==> src/rtl/lcdtg_pkg.sv <==
package lcdtg_pkg;
  // strobes from the divider control to the raster datapath
  typedef struct packed {
    logic run;    // raster is running
    logic tick;   // last system clock of a pixel period
    logic phase0; // first system clock of a pixel period
  } tgStrobe_t;
endpackage

==> src/rtl/lcdtg_ctrl.sv <==
module lcdtg_ctrl
  import lcdtg_pkg::*;
#(
  parameter int DIV_W = 8
) (
  input  logic        clk,
  input  logic        rst_n,
  input  logic        enable,
  input  logic [31:0] ctlCfg,
  output tgStrobe_t   strobe,
  output logic        pixClkRaw,
  output logic [31:0] ctlQ
);
  localparam int CNT_W = DIV_W + 2;

  logic             running;
  logic [CNT_W-1:0] divCnt;
  logic [CNT_W-1:0] period;
  logic [CNT_W-1:0] half;

  always_comb begin
    if (ctlQ[27]) period = CNT_W'(ctlQ[DIV_W-1:0]) + CNT_W'(1);
    else          period = (CNT_W'(ctlQ[DIV_W-1:0]) + CNT_W'(1)) << 1;
    half = period >> 1;
  end

  always_ff @(posedge clk or negedge rst_n) begin
    if (!rst_n) begin
      ctlQ    <= '0;
      running <= 1'b0;
      divCnt  <= '0;
    end else if (!enable) begin
      ctlQ    <= ctlCfg;
      running <= 1'b0;
      divCnt  <= '0;
    end else if (!running) begin
      running <= 1'b1;
    end else if (divCnt == period - CNT_W'(1)) begin
      divCnt <= '0;
    end else begin
      divCnt <= divCnt + CNT_W'(1);
    end
  end

  always_comb begin
    strobe.run    = running;
    strobe.tick   = running && (divCnt == period - CNT_W'(1));
    strobe.phase0 = running && (divCnt == '0);
    pixClkRaw     = running && (divCnt >= half);
  end

  AST_DIV_RANGE: assert property (@(posedge clk) disable iff (!rst_n)
    running |-> (divCnt < period));
  AST_CFG_FROZEN: assert property (@(posedge clk) disable iff (!rst_n)
    (running && enable) |=> $stable(ctlQ));
endmodule

==> src/rtl/lcdtg_dp.sv <==
module lcdtg_dp
  import lcdtg_pkg::*;
#(
  parameter int POS_W = 12
) (
  input  logic        clk,
  input  logic        rst_n,
  input  logic        enable,
  input  logic [31:0] hCfg,
  input  logic [31:0] vCfg,
  input  tgStrobe_t   strobe,
  output logic        hSyncAct,
  output logic        vSyncAct,
  output logic        deAct,
  output logic [9:0]  pixX,
  output logic [9:0]  lineY,
  output logic        sof,
  output logic        eof
);
  localparam logic [POS_W-1:0] ONE = POS_W'(1);

  logic [31:0]      hQ, vQ;
  logic [POS_W-1:0] hPos, vPos;
  logic [POS_W-1:0] hSw, hStart, hEnd, hTotal;
  logic [POS_W-1:0] vSw, vStart, vEnd, vTotal;
  logic             hIn, vIn;

  always_comb begin
    hSw    = POS_W'(hQ[15:10]) + ONE;
    hStart = hSw + POS_W'(hQ[31:24]) + ONE;
    hEnd   = hStart + POS_W'(hQ[9:0]) + ONE;
    hTotal = hEnd + POS_W'(hQ[23:16]) + ONE;
    vSw    = POS_W'(vQ[15:10]) + ONE;
    vStart = vSw + POS_W'(vQ[31:24]);
    vEnd   = vStart + POS_W'(vQ[9:0]) + ONE;
    vTotal = vEnd + POS_W'(vQ[23:16]);
  end

  always_ff @(posedge clk or negedge rst_n) begin
    if (!rst_n) begin
      hQ <= '0;
      vQ <= '0;
    end else if (!enable) begin
      hQ <= hCfg;
      vQ <= vCfg;
    end
  end

  always_ff @(posedge clk or negedge rst_n) begin
    if (!rst_n) begin
      hPos <= '0;
      vPos <= '0;
    end else if (!strobe.run) begin
      hPos <= '0;
      vPos <= '0;
    end else if (strobe.tick) begin
      if (hPos == hTotal - ONE) begin
        hPos <= '0;
        vPos <= (vPos == vTotal - ONE) ? '0 : vPos + ONE;
      end else begin
        hPos <= hPos + ONE;
      end
    end
  end

  always_comb begin
    hIn      = (hPos >= hStart) && (hPos < hEnd);
    vIn      = (vPos >= vStart) && (vPos < vEnd);
    hSyncAct = strobe.run && (hPos < hSw);
    vSyncAct = strobe.run && (vPos < vSw);
    deAct    = strobe.run && hIn && vIn;
    pixX     = deAct ? 10'(hPos - hStart) : 10'd0;
    lineY    = deAct ? 10'(vPos - vStart) : 10'd0;
    sof      = strobe.phase0 && (hPos == hStart) && (vPos == vStart);
    eof      = strobe.phase0 && (hPos == hEnd) && (vPos == vEnd - ONE);
  end

  AST_IDLE_QUIET: assert property (@(posedge clk) disable iff (!rst_n)
    !strobe.run |-> (!hSyncAct && !vSyncAct && !deAct && !sof && !eof));
  AST_POS_HOLD: assert property (@(posedge clk) disable iff (!rst_n)
    (strobe.run && !strobe.tick) |=> ($stable(hPos) && $stable(vPos)));
  AST_HPOS_RANGE: assert property (@(posedge clk) disable iff (!rst_n)
    strobe.run |-> (hPos < hTotal));
  AST_VPOS_RANGE: assert property (@(posedge clk) disable iff (!rst_n)
    strobe.run |-> (vPos < vTotal));
  AST_SOF_IN_ACTIVE: assert property (@(posedge clk) disable iff (!rst_n)
    sof |-> (deAct && pixX == 10'd0 && lineY == 10'd0));
  AST_EOF_AFTER_ACTIVE: assert property (@(posedge clk) disable iff (!rst_n)
    eof |-> ($past(deAct) && !deAct));
endmodule

==> src/rtl/lcdtg_top.sv <==
module lcdtg_top
  import lcdtg_pkg::*;
#(
  parameter int DIV_W = 8,
  parameter int POS_W = 12
) (
  input  logic        clk,
  input  logic        rst_n,
  input  logic        enable,
  input  logic [31:0] hCfg,
  input  logic [31:0] vCfg,
  input  logic [31:0] ctlCfg,
  output logic        pixClk,
  output logic        hSync,
  output logic        vSync,
  output logic        dataEn,
  output logic [9:0]  pixX,
  output logic [9:0]  lineY,
  output logic        sof,
  output logic        eof
);
  tgStrobe_t   strobe;
  logic        pixClkRaw;
  logic [31:0] ctlQ;
  logic        hSyncAct, vSyncAct, deAct;

  lcdtg_ctrl #(.DIV_W(DIV_W)) u_ctrl (
    .clk(clk), .rst_n(rst_n), .enable(enable), .ctlCfg(ctlCfg),
    .strobe(strobe), .pixClkRaw(pixClkRaw), .ctlQ(ctlQ)
  );

  lcdtg_dp #(.POS_W(POS_W)) u_dp (
    .clk(clk), .rst_n(rst_n), .enable(enable), .hCfg(hCfg), .vCfg(vCfg),
    .strobe(strobe), .hSyncAct(hSyncAct), .vSyncAct(vSyncAct), .deAct(deAct),
    .pixX(pixX), .lineY(lineY), .sof(sof), .eof(eof)
  );

  always_comb begin
    pixClk = ctlQ[22] ? pixClkRaw : ~pixClkRaw;
    hSync  = hSyncAct ^ ctlQ[21];
    vSync  = vSyncAct ^ ctlQ[20];
    dataEn = deAct ^ ctlQ[23];
  end
endmodule

==> config.mk <==
export PLATFORM = sky130hd
export DESIGN_NAME = lcdtg_top
export DESIGN_NICKNAME = d
export VERILOG_FILES = /design/src/rtl/lcdtg_pkg.sv /design/src/rtl/lcdtg_ctrl.sv /design/src/rtl/lcdtg_dp.sv /design/src/rtl/lcdtg_top.sv
export SDC_FILE = /design/constraint.sdc
export NUM_CORES = 1
export LEC_CHECK = 0
export BUFFER_PORTS_ARGS = -buffer_cell sky130_fd_sc_hd__clkbuf_2
export CORE_MARGIN = 5
export CORE_UTILIZATION = 60
export CTS_CLUSTER_DIAMETER = 30
export DETAILED_ROUTE_END_ITERATION = 7
export HOLD_SLACK_MARGIN = 0.02
export PLACE_DENSITY_LB_ADDON = 0.12
export RECOVER_POWER = 100
export SYNTH_ARGS = -nofsm -noshare
export SYNTH_HDL_FRONTEND = slang
export SYNTH_SLANG_ARGS = --single-unit
==> constraint.sdc <==
create_clock -name clk -period 7.2 [get_ports clk]
set_input_delay 1.44 -clock clk [delete_from_list [all_inputs] [get_ports clk]]
set_output_delay 1.44 -clock clk [all_outputs]
set_load 0.05 [all_outputs]
# Word level (Yosys, flattened, before mapping)
# Index checks and enable logic that the tools add are counted.
# totals
wordCells	80
out_inout_bits	26
input_bits	99
regBits	127
# op_classes
addsub	22
n_lt_le_gt_ge	7
mux	15
reduce_logical	15
n_eq_ne	10
n_bitwise	4
# op_table
cell	n
2-to-1 mux 12 bit	7
adder 12 x 1 -> 12 bit (second input constant)	6
equality test 12 bit	6
2-to-1 mux 10 bit	6
adder 12 x 8 -> 12 bit	3
subtractor 12 x 1 -> 12 bit (second input constant)	3
adder 12 x 10 -> 12 bit	2
>= comparator 12 bit	2
less-than comparator 12 bit	2
less-than comparator 12 x 7 -> 1 bit	2
subtractor 10 bit	2
adder 6 x 1 -> 7 bit (second input constant)	2
logical AND 1 bit	13
adder 10 x 1 -> 10 bit (second input constant)	1
equality test 10 bit	1
>= comparator 10 x 9 -> 1 bit	1
zero test 10 bit	1
subtractor 10 x 1 -> 10 bit (second input constant)	1
adder 7 x 8 -> 9 bit	1
adder 8 x 1 -> 9 bit (second input constant)	1
!= test 2 x 1 -> 1 bit (second input constant)	2
bitwise XOR 1 bit	3
2-to-1 mux 1 bit	2
!= test 2 bit (second input constant)	1
other kinds (2)	2

# Depth between registers and ports, before layout
# Gate-level depths: netlist (run 1).
# logic_depth
word_depth	12
mapped_depth	28

# Cells and area by module
# A second synthesis (run 1) with hierarchy kept.
# unflattened
hier_cells	1289
hier_area_um2	11918.9
# by_module_without_submodules
mod	area_each_um2	cells_per_inst	instances
lcdtg_dp	9136.3	1023	1
lcdtg_ctrl	2747.6	262	1
lcdtg_top	35.0	4	1

# Least setup slack after synthesis (run 1)
# OpenSTA, ideal clock, no wires.
# synth_path
kind	flip-flop to output port
start	reg u_dp.hQ[10]
end	out lineY[3]
path_stages_with_launch	27
t_required_ns	5.760
t_arrival_ns	5.770
path_buffers	1
path_slack_ns	-0.010
path_cell_list	dfrtp_1 ha_1 xor2_1 ha_1 nor2b_1 o21ai_0 nand2b_1 a21o_1 a21o_1 nor2_1 nor2_1 ha_1 or2_1 or4_4 a221o_1 xor2_1 inv_1 ha_1 nand4_1 nor3_1 o21ai_0 nand4_1 nor3_1 o41a_1 o21ai_0 clkbuf_1 nor3_1
# synth_via
elab_chain_cells	10
# synth_lines
item	line	text
start, declared	lcdtg_dp.sv:22	logic [31:0] hQ, vQ;
start signal, assigned	lcdtg_dp.sv:44	hQ <= hCfg;
adder 6 x 1 -> 7 bit *	lcdtg_dp.sv:29	hSw = POS_W'(hQ[15:10]) + ONE;
adder 12 x 8 -> 12 bit *	lcdtg_dp.sv:30	hStart = hSw + POS_W'(hQ[31:24]) + ONE;
adder 12 x 1 -> 12 bit *	lcdtg_dp.sv:30	
adder 12 x 10 -> 12 bit	lcdtg_dp.sv:31	hEnd = hStart + POS_W'(hQ[9:0]) + ONE;
adder 12 x 1 -> 12 bit	lcdtg_dp.sv:31	
less-than comparator 12 bit	lcdtg_dp.sv:67	hIn = (hPos >= hStart) && (hPos < hEnd);
logical AND 1 bit *	lcdtg_dp.sv:67	
logical AND 1 bit * (2 in a row)	lcdtg_dp.sv:71	deAct = strobe.run && hIn && vIn;
2-to-1 mux 10 bit *	lcdtg_dp.sv:73	lineY = deAct ? 10'(vPos - vStart) : 10'd0;
end, declared	lcdtg_top.sv:18	output logic [9:0] lineY,
# Mark *: on every way between the ends. The rest lies on a longest branch, timed or not.

# Worst setup path in the final report (run 1)
# layout_path
start	reg u_dp.hQ[11]
end	out eof
# layout_via
elab_chain_cells	8
# layout_lines
item	line	text
adder 6 x 1 -> 7 bit	lcdtg_dp.sv:29	
adder 12 x 8 -> 12 bit	lcdtg_dp.sv:30	
adder 12 x 1 -> 12 bit	lcdtg_dp.sv:30	
adder 12 x 10 -> 12 bit	lcdtg_dp.sv:31	
adder 12 x 1 -> 12 bit	lcdtg_dp.sv:31	
equality test 12 bit	lcdtg_dp.sv:75	eof = strobe.phase0 && (hPos == hEnd) && (vPos == vEnd - ONE);
logical AND 1 bit (2 in a row)	lcdtg_dp.sv:75	
end, declared	lcdtg_top.sv:20	output logic eof
# Every way passes these cells.

==> results of run 1 <==
## per-stage QoR
stage | hold WS (ns) | area (um^2) | cells | total power, mW | setup TNS [ns]
6_report | 0.515 | 12000 | 1516 | 4.18 | 0
5_1_grt | 0.529 | 12000 | 1516 | 4.55 | -1.35
4_1_cts | 0.515 | 11800 | 1511 | 4.10 | 0
3_5_place_dp | 0.497 | 11300 | 1494 | 3.53 | -0.0188
3_3_place_gp | 0.490 | 11300 | 1494 | 3.47 | 0
2_1_floorplan | 0.479 | 10600 | 1192 | 2.97 | -0.0715
## power groups by stage
stage	Clock [mW]	Combinational, mW	Sequential [mW]
floorplan	0	2.23	0.748
global placement	0	2.67	0.806
detailed placement	0	2.72	0.809
CTS	0.538	2.77	0.797
global route	0.560	3.18	0.811
finish	0.526	2.86	0.802
## state kept, by name (all words and copies together), names as in the netlist
register	flops
u_dp.hPos	12
u_ctrl.running	1
u_dp.hQ	32
u_ctrl.ctlQ	13
u_dp.vPos	12
u_ctrl.divCnt	10
u_dp.vQ	32
## repair_timing
item / 4_1_cts / 5_1_grt
gates resized for setup: 32 / 72
hold buffers: 0 / 0
setup endpoints to repair: 22 / 22
buffers inserted: 1 / 5
pin swaps: 2 / 22
hold endpoints to repair: 0 / 0
## synth_stat cells, drive strengths merged, types with 28 or more instances
master,number,share of area (%)
a21oi,62,2.9
dfrtp,112,26
xor2,34,2.8
nand2,54,1.9
nor2,55,1.9
ha,123,15
inv,117,4.1
o21ai,62,2.9
nand3,42,2.0
xnor2,74,6.1
clkbuf,32,1.1
a21o,30,2.1
nor3,28,1.4
mux2,78,8.3
## kinds of logic (layout without fill, tap and decap cells)
kind of cell	Yosys count	count (layout)	share of synthesized area, %
AO/OA/AOI/OAI	259	259	16.2
XOR/XNOR	109	109	9.16
adder cells (fa/ha/maj)	135	135	16.4
buffers and inverters	163	262	6.05
flip-flops	112	112	26.5
multiplexers	83	83	8.89
AND/OR/NAND/NOR	331	331	16.8
## routing by layer
layer	part of all wire (%)	track usage [%]	up-vias
li1	-	-	4422
met1	46	34.5	4268
met2	46	41.3	268
met3	5.7	4.22	44
met4	2.2	7.60	0
met5	0	0	-
## cells in the final DEF (no fill, tap or decap), drive strengths merged, types with 14 or more instances in the layout
| cell | n |
|---|---|
| nor3 | 28 |
| nand2 | 54 |
| o21a | 14 |
| xnor2 | 74 |
| ha | 123 |
| inv | 120 |
| nor2 | 55 |
| clkbuf | 103 |
| nand3 | 42 |
| buf | 37 |
| dfrtp | 112 |
| nand4 | 17 |
| xor2 | 34 |
| mux2 | 78 |
| a21oi | 62 |
| nor2b | 24 |
| a21o | 30 |
| nand2b | 26 |
| and3 | 22 |
| o21ai | 62 |
## final timing paths
| check | start | end | depth (start not counted) |
|---|---|---|---|
| max reg2reg | u_dp.vQ[10]$_DFFE_PN0N_ | u_dp.vPos[6]$_DFFE_PN0P_ | 22 |
| min reg2reg | u_dp.vQ[19]$_DFFE_PN0N_ | u_dp.vQ[19]$_DFFE_PN0N_ | 1 |
| max | u_dp.hQ[11]$_DFFE_PN0N_ | eof | 25 |
| min | u_dp.vQ[19]$_DFFE_PN0N_ | u_dp.vQ[19]$_DFFE_PN0N_ | 1 |
| max in group asynchronous | rst_n | u_dp.hQ[25]$_DFFE_PN0N_ | 2 |
| min in group asynchronous | rst_n | u_ctrl.divCnt[3]$_DFFE_PN0P_ | 1 |
## final cells by class
class,instances,area [um^2]
clock buffers,11,253
clock inverters,5,47.5
fillers,1365,5270
inverters,117,439
multi-input cells,917,7390
flip-flops and latches,112,2800
well taps,225,282
repair buffers,129,817
==> summary.txt, run 1 <==
Setup path
  – CP bufs+invs: 4
  – Setup CP Type: flop to output pin
  – Cell family contributing the most delay on the critical path: simple AND/OR/NAND/NOR gates
  – Worst endpoint required time: 5.76 ns
  – Cell with the largest stage delay on the worst path: sky130_fd_sc_hd__dfrtp_1
  – Most used cell, CP: sky130_fd_sc_hd__nand4_1
  – Worst Path Max Fanout: 4
  – CP Launch Type: flop
  – Data arrival time of the critical path: 5.62 ns
  – Slowest stage delay, CP: 0.42 ns
  – Worst setup EP type: output pin
  – Setup slack on the worst flop-to-flop path: 0.95 ns

Power
  – Combinational fraction of design power: 68.3%
  – Internal Power: 2.27 mW
  – Flop pwr share: 19.2%
  – Clock share of power: 12.6%
  – Reported leakage power: 5.71 nW
  – Ratio of total power to cell area: 348 nW/um^2
  – VDD IR-drop max: 314 uV
  – Switching power: 1.92 mW
  – Sw frac: 45.9%

Placed design
  – Count of input and output buffers: 105
  – Final RePlAce weighted congestion: 0.937
  – Worst setup slack before clock tree synthesis: -0.0188 ns
  – DP HPWL: 19500 um

Final layout
  – N_diodes: 0
  – Relative area change from synthesis to final layout: 13.6%
  – Fraction of final layout cells with drive strength greater than 1: 21.5%
  – Number of nets at the end of the flow: 1516
  – Share of the core filled with cells in the final layout: 69.6%

STA
  – Post-Route Skew: 0.00968 ns
  – Max-slew violation count: 203
  – Setup violations, final: 0
  – Final critical-path setup slack: 0.137 ns
  – Setup repair after global routing missed its margin: yes
  – Time the final worst path needs with I/O delays and setup: 7.06 ns
  – Slew HR: -78.5%
  – Maximum clock frequency: 142 MHz
  – Final cycle utilization of the critical path: 98.1%
  – Final Hold Violating Endpoints: 0
  – Measured slew at the worst slew-check pin: 2.68 ns

Yosys
  – Proportion of synthesized chip area in sequential cells: 26.5%
  – Async SR Flop Fraction: 100%
  – Post-synthesis net count: 1422
  – Number of distinct library cells after synthesis: 78
  – Post-synth EDFFs: 0
  – Syn_area_per_cell: 8.88 um^2
  – Number of warning messages in the yosys log: 0
  – Post-Synthesis Cells: 1192
  – Predominant post-synthesis flop cell: sky130_fd_sc_hd__dfrtp_1
  – Mapped cell area: 10600 um^2
  – FF+latch count, synth: 112

Clocking
  – Num CTS Buffers: 9
  – Clock Tree Buf Depth: 2
  – Number of sinks on the clock net: 112
  – Clock transition time at the flip-flop clock pins of the worst setup and hold paths: 0.08 ns
  – Clock latency reported for the late side of the worst-skew pair: 0.37 ns
  – Number of H-tree branching levels: 3
  – Clock Tree Root: sky130_fd_sc_hd__clkbuf_16
  – TritonCTS clock tree: built

Die
  – Floorplan die height: 143 um
  – Count of boundary I/O pins: 125
  – Floorplan die width: 143 um
  – Area of the core: 17300 um^2
  – Standard-cell rows: 48
  – Total die area: 20400 um^2
  – Starting Density: 61.2%

Route
  – Total iterations of the first detailed-routing run: 5
  – Number of nets with antenna violations after routing: 0
  – WL/cell: 16.9 um
  – Drc violations: 0
  – DRT Wirelength: 25600 um
  – Vias: 9002
  – DRC violation total after the first TritonRoute iteration: 551
  – Via density per instance: 5.94

Min path
  – Class of the most critical hold timing path: flop to flop

GRT
  – Sum of overflow across all layers after global routing: 0
  – Wire length of the first global-routing pass: 41900 um
  – Pin count of the biggest net entering global routing: 66
  – All-Layer GR Usage: 25.3%
  – Via count of the first global-routing pass: 8629
  – Number of antenna violations at the first check in global routing: 0

Flow run
  – Max-Cap Viols: 4

Outcome
  – Run status: finished with violations
  – Failing checks: max-capacitance violations, max-slew violations
No activity file was read; power rests on OpenSTA's default activity.
==> run 2: changes to the inputs <==
- GPL_TIMING_DRIVEN: unset -> 0
==> run 2 against run 1 <==
The flow still finishes with violations (max-capacitance violations, max-slew violations). Flip-flop and latch count unchanged. Via count is 1.3% higher. Clock skew up 0.0043 ns. Non-clock buffer count increased by 33. Highest routed layer unchanged. Final area is 2.7% higher. Worst hold slack got worse by 0.0034 ns.
==> summary.txt, run 2 (synthesized netlist as in run 1, its figures left out) <==
Setup path
  – Worst setup EP type: output pin (unchanged)
  – FF-to-FF End: u_dp.vPos[6]$_DFFE_PN0P_ (unchanged)
  – Setup CP Type: flop to output pin (unchanged)
  – CP Launch Type: flop (unchanged)
  – Setup slack on the worst flop-to-flop path: 0.90 ns (was 0.95 ns)
  – Worst Path Max Fanout: 4 (unchanged)
  – Worst endpoint required time: 5.76 ns (about the same)
  – R2r startpoint: u_dp.vQ[10]$_DFFE_PN0N_ (unchanged)
  – Data arrival time of the critical path: 5.56 ns (was 5.62 ns)
  – Reg2reg path depth: 22 (unchanged)

Min path
  – Worst min-delay path startpoint: u_dp.vQ[20]$_DFFE_PN0N_ (was u_dp.vQ[19]$_DFFE_PN0N_)
  – Class of the most critical hold timing path: flop to flop (unchanged)
  – End point of the most critical hold path: u_dp.vQ[20]$_DFFE_PN0N_ (was u_dp.vQ[19]$_DFFE_PN0N_)
  – Min-Delay Path Depth: 1 (unchanged)

Final layout
  – Cell Count, Final, Fillers Out: 1550 (was 1516)
  – Fill cell total of the finished layout: 1304 (was 1365)
  – Fraction of final layout cells with drive strength greater than 1: 21.8% (was 21.5%)
  – Relative area change from synthesis to final layout: 16.7% (was 13.6%)
  – Number of nets at the end of the flow: 1549 (was 1516)
  – Share of the core filled with cells in the final layout: 71.4% (was 69.6%)
  – Leading cell types in the layout, fill and taps excluded: sky130_fd_sc_hd__inv_1 (116), sky130_fd_sc_hd__ha_1 (116), sky130_fd_sc_hd__dfrtp_1 (111) (was sky130_fd_sc_hd__inv_1 (115), sky130_fd_sc_hd__ha_1 (115), sky130_fd_sc_hd__dfrtp_1 (112))
  – Registers with the highest flip-flop counts: u_dp.hQ: 32 flops, u_dp.vQ: 32 flops, u_ctrl.ctlQ: 13 flops (unchanged)

Placed design
  – Cells after DPL: 1523 (was 1494)
  – Count of input and output buffers: 105 (unchanged)
  – Final RePlAce weighted congestion: 0.935 (was 0.937)
  – DP HPWL: 21100 um (was 19500 um)

GRT
  – Pin count of the biggest net entering global routing: 79 (was 66)
  – Sum of overflow across all layers after global routing: 0 (unchanged)
  – Via count of the first global-routing pass: 8798 (was 8629)
  – Number of antenna violations at the first check in global routing: 0 (unchanged)
  – All-Layer GR Usage: 27.1% (was 25.3%)
  – Wire length of the first global-routing pass: 44100 um (was 41900 um)

Die
  – Total die area: 20400 um^2 (unchanged)
  – Starting Density: 61.2% (unchanged)
  – Standard-cell rows: 48 (unchanged)
  – Count of boundary I/O pins: 125 (unchanged)
  – Floorplan die width: 143 um (unchanged)
  – Floorplan die height: 143 um (unchanged)
  – Area of the core: 17300 um^2 (unchanged)

Outcome
  – Run status: finished with violations (unchanged)
  – Failing checks: max-capacitance violations, max-slew violations (unchanged)

Clocking
  – # hold bufs at CTS: 0 (unchanged)
  – Clock Tree Buf Depth: 2 (unchanged)
  – Number of H-tree branching levels: 3 (unchanged)
  – Num CTS Buffers: 9 (unchanged)
  – TritonCTS clock tree: built (unchanged)
  – Clock latency reported for the late side of the worst-skew pair: 0.37 ns (about the same)
  – Clock transition time at the flip-flop clock pins of the worst setup and hold paths: 0.09 ns (was 0.08 ns)
  – Number of sinks on the clock net: 112 (unchanged)
  – Clock Tree Root: sky130_fd_sc_hd__clkbuf_16 (unchanged)

Route
  – Total iterations of the first detailed-routing run: 5 (unchanged)
  – Drc violations: 0 (unchanged)
  – DRC violation total after the first TritonRoute iteration: 483 (was 551)
  – Via density per instance: 5.89 (was 5.94)
  – Number of nets with antenna violations after routing: 0 (unchanged)
  – DRT Wirelength: 27600 um (was 25600 um)
  – Vias: 9123 (was 9002)
  – WL/cell: 17.8 um (was 16.9 um)

STA
  – Max-slew violation count: 35 (was 203)
  – Final cycle utilization of the critical path: 97.3% (was 98.1%)
  – Time the final worst path needs with I/O delays and setup: 7.00 ns (was 7.06 ns)
  – Setup violations, final: 0 (unchanged)
  – Final Hold Violating Endpoints: 0 (unchanged)
  – Post-Route Skew: 0.0140 ns (was 0.00968 ns)
  – Measured slew at the worst slew-check pin: 2.07 ns (was 2.68 ns)
  – Maximum clock frequency: 143 MHz (was 142 MHz)
  – Slew HR: -38.0% (was -78.5%)
  – Worst hold slack: 0.511 ns (was 0.515 ns)

Power
  – Reported leakage power: 5.78 nW (was 5.71 nW)
  – Ratio of total power to cell area: 341 nW/um^2 (was 348 nW/um^2)
  – VDD IR-drop max: 322 uV (was 314 uV)

Flow run
  – Max-Cap Viols: 1 (was 4)
-- run 2: changes by cell type in the layout (fill, tap and decap cells not counted), moves of 3 or more --
cell,delta
sky130_fd_sc_hd__ha_2,-4
sky130_fd_sc_hd__ha_4,+3
sky130_fd_sc_hd__nor2_2,+4
sky130_fd_sc_hd__o21ai_2,-3
sky130_fd_sc_hd__buf_8,+7
sky130_fd_sc_hd__nor2_4,+3
sky130_fd_sc_hd__nor3_4,+4
sky130_fd_sc_hd__buf_4,-10
sky130_fd_sc_hd__clkbuf_8,+3
sky130_fd_sc_hd__clkbuf_4,-4
sky130_fd_sc_hd__buf_2,+4
sky130_fd_sc_hd__nor2_1,-7
sky130_fd_sc_hd__clkbuf_1,+28
-- run 2: report_power, final --
part           switching (mW)  internal [mW]
logic                    1.63           1.30
registers              0.0792          0.689
clock network           0.270          0.254
-- run 2: area by class of cell --
cell class	count	area (um^2)	share of cell area [%]
multi-input cells	917	7500	60.7
flip-flops and latches	112	2800	22.7
plain buffers	43	203	1.64
inverters	117	439	3.55
diodes	1	2.50	0.0202
clock buffers	10	239	1.93
clock inverters	6	53.8	0.435
repair buffers	119	832	6.73
well taps	225	282	2.28
-- run 2: how the worst max path moves through the flow --
stage,start,to,slack (ns),cells past startpoint
2_1_floorplan,u_dp.hQ[10]$_DFFE_PN0N_,lineY[3],-0.01,26
3_3_place_gp,u_dp.vQ[10]$_DFFE_PN0N_,pixX[7],-0.32,22
3_5_place_dp,u_dp.vQ[10]$_DFFE_PN0N_,pixX[7],-0.39,22
4_1_cts,u_dp.vQ[10]$_DFFE_PN0N_,pixX[7],0.02,21
5_1_grt,u_dp.hQ[10]$_DFFE_PN0N_,pixX[8],-0.09,28
6_report,u_dp.hQ[10]$_DFFE_PN0N_,eof,0.20,26
-- run 2: what timing repair did --
| item | 4_1_cts | 5_1_grt |
|---|---|---|
| resized for setup | 79 | 64 |
| gates cloned | 1 | 0 |
| pin swaps | 9 | 21 |
| buffers inserted | 6 | 6 |
| endpoints found under the setup margin | 22 | 22 |
-- run 2: metrics by stage --
step | setup WS (ns) | total power [mW] | setup TNS (ns) | instance area (um^2)
CTS | 0.0240 | 4.13 | 0 | 12100
finish | 0.196 | 4.22 | 0 | 12400
global route | -0.0852 | 4.59 | -0.592 | 12400
floorplan | -0.0102 | 2.97 | -0.0715 | 10600
detailed placement | -0.389 | 3.52 | -6.80 | 11400
global placement | -0.316 | 3.44 | -5.32 | 11400
-- run 2: metal layers --
metal  part of all wire, %  GRT usage, %  vias up
met1                    44          36.8     4320
met3                   5.9          4.96       47
met2                    47          43.4      260
li1                      -             -     4496
met4                   2.6          9.60        0
met5                     0             0        -
-- run 2: worst max-delay path, stage by stage (launching register included) --
cell and delay, ns:
sky130_fd_sc_hd__dfrtp_2 0.44, sky130_fd_sc_hd__ha_4 0.18, sky130_fd_sc_hd__xor2_2 0.17, sky130_fd_sc_hd__ha_1 0.30, sky130_fd_sc_hd__nor2b_1 0.15, sky130_fd_sc_hd__o21ai_1 0.13, sky130_fd_sc_hd__nand2b_1 0.09, sky130_fd_sc_hd__a21o_1 0.18
sky130_fd_sc_hd__a21o_1 0.16, sky130_fd_sc_hd__and2_1 0.17, sky130_fd_sc_hd__nor2_2 0.22, sky130_fd_sc_hd__ha_4 0.26, sky130_fd_sc_hd__a21oi_1 0.12, sky130_fd_sc_hd__nand2_1 0.09, sky130_fd_sc_hd__and3_1 0.19, sky130_fd_sc_hd__a221o_1 0.36
sky130_fd_sc_hd__xor2_2 0.19, sky130_fd_sc_hd__inv_2 0.08, sky130_fd_sc_hd__ha_4 0.27, sky130_fd_sc_hd__nand4_1 0.09, sky130_fd_sc_hd__nor3_2 0.21, sky130_fd_sc_hd__nand4_1 0.21, sky130_fd_sc_hd__nor4b_2 0.26, sky130_fd_sc_hd__nand4_1 0.14
sky130_fd_sc_hd__nor3_2 0.12, sky130_fd_sc_hd__o221a_2 0.21, sky130_fd_sc_hd__clkbuf_8 0.18
==> run 3: changes to the inputs <==
- ABC_AREA: unset -> 1
==> run 3 against run 2 <==
The flow still finishes with violations (max-capacitance violations, max-slew violations). Routed wire length up 12%. Cell count grew 27%. Die area up 2.8%. Clock power increased by 3%. Sequential power down 6.6%. Worst setup slack better by 0.057 ns.
==> summary.txt, run 3 <==
Yosys
  – Async SR Flop Fraction: 100% (unchanged)
  – Post-synthesis net count: 1840 (was 1422)
  – Number of distinct library cells after synthesis: 48 (was 78)
  – Cells taking the most area after synthesis: sky130_fd_sc_hd__dfrtp_1 (26%), sky130_fd_sc_hd__nand2_1 (17%), sky130_fd_sc_hd__ha_1 (14%), sky130_fd_sc_hd__inv_1 (7.7%), sky130_fd_sc_hd__nand3_1 (5.6%) (was sky130_fd_sc_hd__dfrtp_1 (26%), sky130_fd_sc_hd__ha_1 (15%), sky130_fd_sc_hd__mux2_2 (8.3%), sky130_fd_sc_hd__xnor2_1 (6.1%), sky130_fd_sc_hd__inv_1 (4.1%))
  – Post-Synthesis Cells: 1610 (was 1192)
  – Mapped cell area: 10900 um^2 (was 10600 um^2)
  – Ranking of synthesized cells by instance count: sky130_fd_sc_hd__nand2_1 (508), sky130_fd_sc_hd__inv_1 (223), sky130_fd_sc_hd__ha_1 (123), sky130_fd_sc_hd__nand3_1 (122), sky130_fd_sc_hd__dfrtp_1 (112) (was sky130_fd_sc_hd__ha_1 (123), sky130_fd_sc_hd__inv_1 (117), sky130_fd_sc_hd__dfrtp_1 (112), sky130_fd_sc_hd__mux2_2 (78), sky130_fd_sc_hd__xnor2_1 (74))
  – Proportion of netlist area held by the largest area contributor: 25.7% (was 26.5%)
  – Syn_area_per_cell: 6.78 um^2 (was 8.88 um^2)
  – Proportion of synthesized chip area in sequential cells: 25.7% (was 26.5%)
  – Post-synth top area cell: sky130_fd_sc_hd__dfrtp_1 (unchanged)
  – Number of warning messages in the yosys log: 0 (unchanged)
  – Post-synth EDFFs: 0 (unchanged)
  – Most frequent cell after synthesis: sky130_fd_sc_hd__nand2_1 (was sky130_fd_sc_hd__ha_1)
  – Predominant post-synthesis flop cell: sky130_fd_sc_hd__dfrtp_1 (unchanged)
  – FF+latch count, synth: 112 (unchanged)

Route
  – Via density per instance: 5.48 (was 5.89)
  – DRT Wirelength: 31000 um (was 27600 um)
  – Routed wire length on met2: 14800 um (was 13000 um)
  – Met1 layer wirelength in the final routing: 13600 um (was 12300 um)
  – WL/cell: 15.7 um (was 17.8 um)
  – Vias: 10800 (was 9123)
  – Number of nets with antenna violations after routing: 0 (unchanged)
  – DRC violation total after the first TritonRoute iteration: 751 (was 483)
  – Sum of met3 wire segment lengths after detailed routing: 1980 um (was 1620 um)
  – Total iterations of the first detailed-routing run: 7 (was 5)
  – Top routing layer in use: met4 (unchanged)
  – Drc violations: 0 (unchanged)

Final layout
  – Relative area change from synthesis to final layout: 12.6% (was 16.7%)
  – Fraction of final layout cells with drive strength greater than 1: 11.1% (was 21.8%)
  – Cell Count, Final, Fillers Out: 1969 (was 1550)
  – Leading cell types in the layout, fill and taps excluded: sky130_fd_sc_hd__nand2_1 (509), sky130_fd_sc_hd__inv_1 (223), sky130_fd_sc_hd__nand3_1 (122) (was sky130_fd_sc_hd__inv_1 (116), sky130_fd_sc_hd__ha_1 (116), sky130_fd_sc_hd__dfrtp_1 (111))
  – Fill cell total of the finished layout: 1666 (was 1304)
  – Area of the multi-input gates: 7220 um^2 (was 7500 um^2)
  – N_diodes: 0 (was 1)
  – Number of nets at the end of the flow: 1965 (was 1549)
  – Most common cell after layout, fill and taps aside: sky130_fd_sc_hd__nand2_1
  – Register area: 2810 um^2 (was 2800 um^2)
  – Registers with the highest flip-flop counts: u_dp.hQ: 32 flops, u_dp.vQ: 32 flops, u_ctrl.ctlQ: 13 flops (unchanged)

Die
  – Starting Density: 60.7% (was 61.2%)
  – Area of the core: 18000 um^2 (was 17300 um^2)
  – Standard-cell rows: 49 (was 48)
  – Count of boundary I/O pins: 125 (unchanged)
  – Floorplan die height: 145 um (was 143 um)
  – Floorplan die width: 145 um (was 143 um)
  – Total die area: 21000 um^2 (was 20400 um^2)

Flow run
  – Max-Cap Viols: 1 (unchanged)

Clocking
  – Clock Tree Buf Depth: 2 (unchanged)
  – Number of H-tree branching levels: 3 (unchanged)
  – Num CTS Buffers: 9 (unchanged)
  – Number of sinks on the clock net: 112 (unchanged)
  – Clock transition time at the flip-flop clock pins of the worst setup and hold paths: 0.08 ns (was 0.09 ns)
  – Clock latency reported for the late side of the worst-skew pair: 0.38 ns (was 0.37 ns)
  – TritonCTS clock tree: built (unchanged)
  – Clock Tree Root: sky130_fd_sc_hd__clkbuf_16 (unchanged)

Placed design
  – Final RePlAce weighted congestion: 0.945 (was 0.935)
  – Cells after DPL: 1945 (was 1523)
  – DP HPWL: 24400 um (was 21100 um)
  – Worst setup slack before clock tree synthesis: -0.0572 ns (was -0.389 ns)
  – Count of input and output buffers: 105 (unchanged)

Setup path
  – CP Launch Type: flop (unchanged)
  – Worst endpoint required time: 5.76 ns (about the same)
  – Worst setup EP type: output pin (unchanged)
  – Setup CP Type: flop to output pin (unchanged)
  – Worst Path Max Fanout: 4 (unchanged)
  – Data arrival time of the critical path: 5.51 ns (was 5.56 ns)

Outcome
  – Failing checks: max-capacitance violations, max-slew violations (unchanged)
  – Run status: finished with violations (unchanged)

STA
  – Final critical-path setup slack: 0.252 ns (was 0.196 ns)
  – Slew HR: -119% (was -38.0%)
  – Max-slew violation count: 54 (was 35)
  – Setup violations, final: 0 (unchanged)
  – Post-Route Skew: 0.0133 ns (was 0.0140 ns)
  – Time the final worst path needs with I/O delays and setup: 6.95 ns (was 7.00 ns)
  – Measured slew at the worst slew-check pin: 3.29 ns (was 2.07 ns)
  – Final cycle utilization of the critical path: 96.5% (was 97.3%)
  – Maximum clock frequency: 144 MHz (was 143 MHz)
  – Final Hold Violating Endpoints: 0 (unchanged)

GRT
  – Wire length of the first global-routing pass: 50300 um (was 44100 um)
  – All-Layer GR Usage: 30.1% (was 27.1%)
  – Via count of the first global-routing pass: 10300 (was 8798)
  – Sum of overflow across all layers after global routing: 0 (unchanged)
  – Pin count of the biggest net entering global routing: 60 (was 79)
  – Number of antenna violations at the first check in global routing: 0 (unchanged)

Power
  – VDD IR-drop max: 402 uV (was 322 uV)
  – Ratio of total power to cell area: 286 nW/um^2 (was 341 nW/um^2)
  – Reported leakage power: 6.68 nW (was 5.78 nW)

Min path
  – Class of the most critical hold timing path: flop to flop (unchanged)
-- run 3: cell count changes in the layout (fill, tap and decap cells not counted), moves of 44 or more --
cell	previous run	this run
sky130_fd_sc_hd__nor2_1	45	89
sky130_fd_sc_hd__inv_1	116	223
sky130_fd_sc_hd__nand3_1	42	122
sky130_fd_sc_hd__xnor2_1	71	21
sky130_fd_sc_hd__mux2_2	77	0
sky130_fd_sc_hd__nand2_1	54	509
-- run 3: critical path, cell delays in order, from the launching register on --
cell and delay, ns:
sky130_fd_sc_hd__dfrtp_2 0.44, sky130_fd_sc_hd__ha_2 0.34, sky130_fd_sc_hd__inv_1 0.07, sky130_fd_sc_hd__fa_1 0.45, sky130_fd_sc_hd__o21ai_2 0.23, sky130_fd_sc_hd__xor2_1 0.32, sky130_fd_sc_hd__inv_1 0.09, sky130_fd_sc_hd__ha_1 0.38
sky130_fd_sc_hd__nand2_1 0.11, sky130_fd_sc_hd__o21ai_0 0.32, sky130_fd_sc_hd__nand2_1 0.17, sky130_fd_sc_hd__nand3_2 0.10, sky130_fd_sc_hd__nand2_1 0.09, sky130_fd_sc_hd__nand2_1 0.12, sky130_fd_sc_hd__inv_1 0.05, sky130_fd_sc_hd__ha_1 0.28
sky130_fd_sc_hd__nand4_1 0.17, sky130_fd_sc_hd__nor3_4 0.27, sky130_fd_sc_hd__nand3_2 0.14, sky130_fd_sc_hd__nor2_1 0.13, sky130_fd_sc_hd__nand3_1 0.08, sky130_fd_sc_hd__nor2_1 0.11, sky130_fd_sc_hd__nand3_1 0.07, sky130_fd_sc_hd__nor2_1 0.13
sky130_fd_sc_hd__nand4_1 0.12, sky130_fd_sc_hd__nor2_1 0.16, sky130_fd_sc_hd__buf_6 0.18
-- run 3: through the flow --
| step | cell area (um^2) | setup TNS (ns) | total power [mW] | hold slack, ns | utilization (%) |
|---|---|---|---|---|---|
| after CTS | 12100 | 0 | 3.46 | 0.496 | 67.3 |
| after detailed placement | 11800 | -0.0572 | 2.90 | 0.472 | 65.5 |
| after floorplan | 10900 | 0 | 2.43 | 0.453 | - |
| final | 12300 | 0 | 3.52 | 0.500 | 68.4 |
| after global routing | 12300 | -0.0319 | 3.85 | 0.521 | 68.4 |
| after global placement | 11700 | -0.0653 | 2.84 | 0.473 | 65.3 |
-- run 3: logic make-up (layout without fill, tap and decap cells) --
logic type	Yosys count	count (layout)	share of synthesized area, %
AO/OA/AOI/OAI	197	197	10.2
XOR/XNOR	91	91	7.43
adder cells (fa/ha/maj)	131	131	15.6
buffers and inverters	263	393	9.47
flip-flops	112	112	25.7
AND/OR/NAND/NOR	816	816	31.7
-- run 3: layout make-up --
cell class / count / share of cell area (%)
plain buffers: 33 / 1.27
clock buffers: 9 / 1.83
clock inverters: 7 / 0.662
flip-flops and latches: 112 / 22.8
well taps: 229 / 2.33
repair buffers: 114 / 5.25
multi-input cells: 1235 / 58.8
inverters: 230 / 7.04
-- run 3: final timing paths --
path	startpoint	endpoint	slack, ns	cells past startpoint
max	u_dp.hQ[10]$_DFFE_PN0N_	eof	0.25	26
min	u_dp.vQ[4]$_DFFE_PN0N_	u_dp.vQ[4]$_DFFE_PN0N_	0.50	2
max reg2reg	u_dp.hQ[10]$_DFFE_PN0N_	u_dp.vPos[9]$_DFFE_PN0P_	1.42	26
min reg2reg	u_dp.vQ[4]$_DFFE_PN0N_	u_dp.vQ[4]$_DFFE_PN0N_	0.50	2
max in group asynchronous	rst_n	u_dp.hQ[9]$_DFFE_PN0N_	3.18	1
min in group asynchronous	rst_n	u_dp.vQ[20]$_DFFE_PN0N_	2.14	1
-- run 3: metal layers --
| metal | track usage [%] | up-vias |
|---|---|---|
| met1 | 39.6 | 4953 |
| met4 | 6.58 | 0 |
| met3 | 5.13 | 44 |
| met5 | 0 | - |
| li1 | - | 5439 |
| met2 | 52.1 | 352 |
-- run 3: report_power, final --
| part | leakage (nW) | total, mW | internal (mW) | switching, mW |
|---|---|---|---|---|
| clock network | 0.150 | 0.539 | 0.250 | 0.290 |
| logic | 5.11 | 2.26 | 0.849 | 1.41 |
| registers | 1.42 | 0.717 | 0.671 | 0.0462 |
| total | 6.68 | 3.52 | 1.77 | 1.75 |
-- run 3: timing repair --
item | CTS | global route
hold buffers | 0 | 0
endpoints found under the setup margin | 21 | 22
pin swaps | 0 | 11
resized for setup | 11 | 76
buffers inserted | 0 | 8
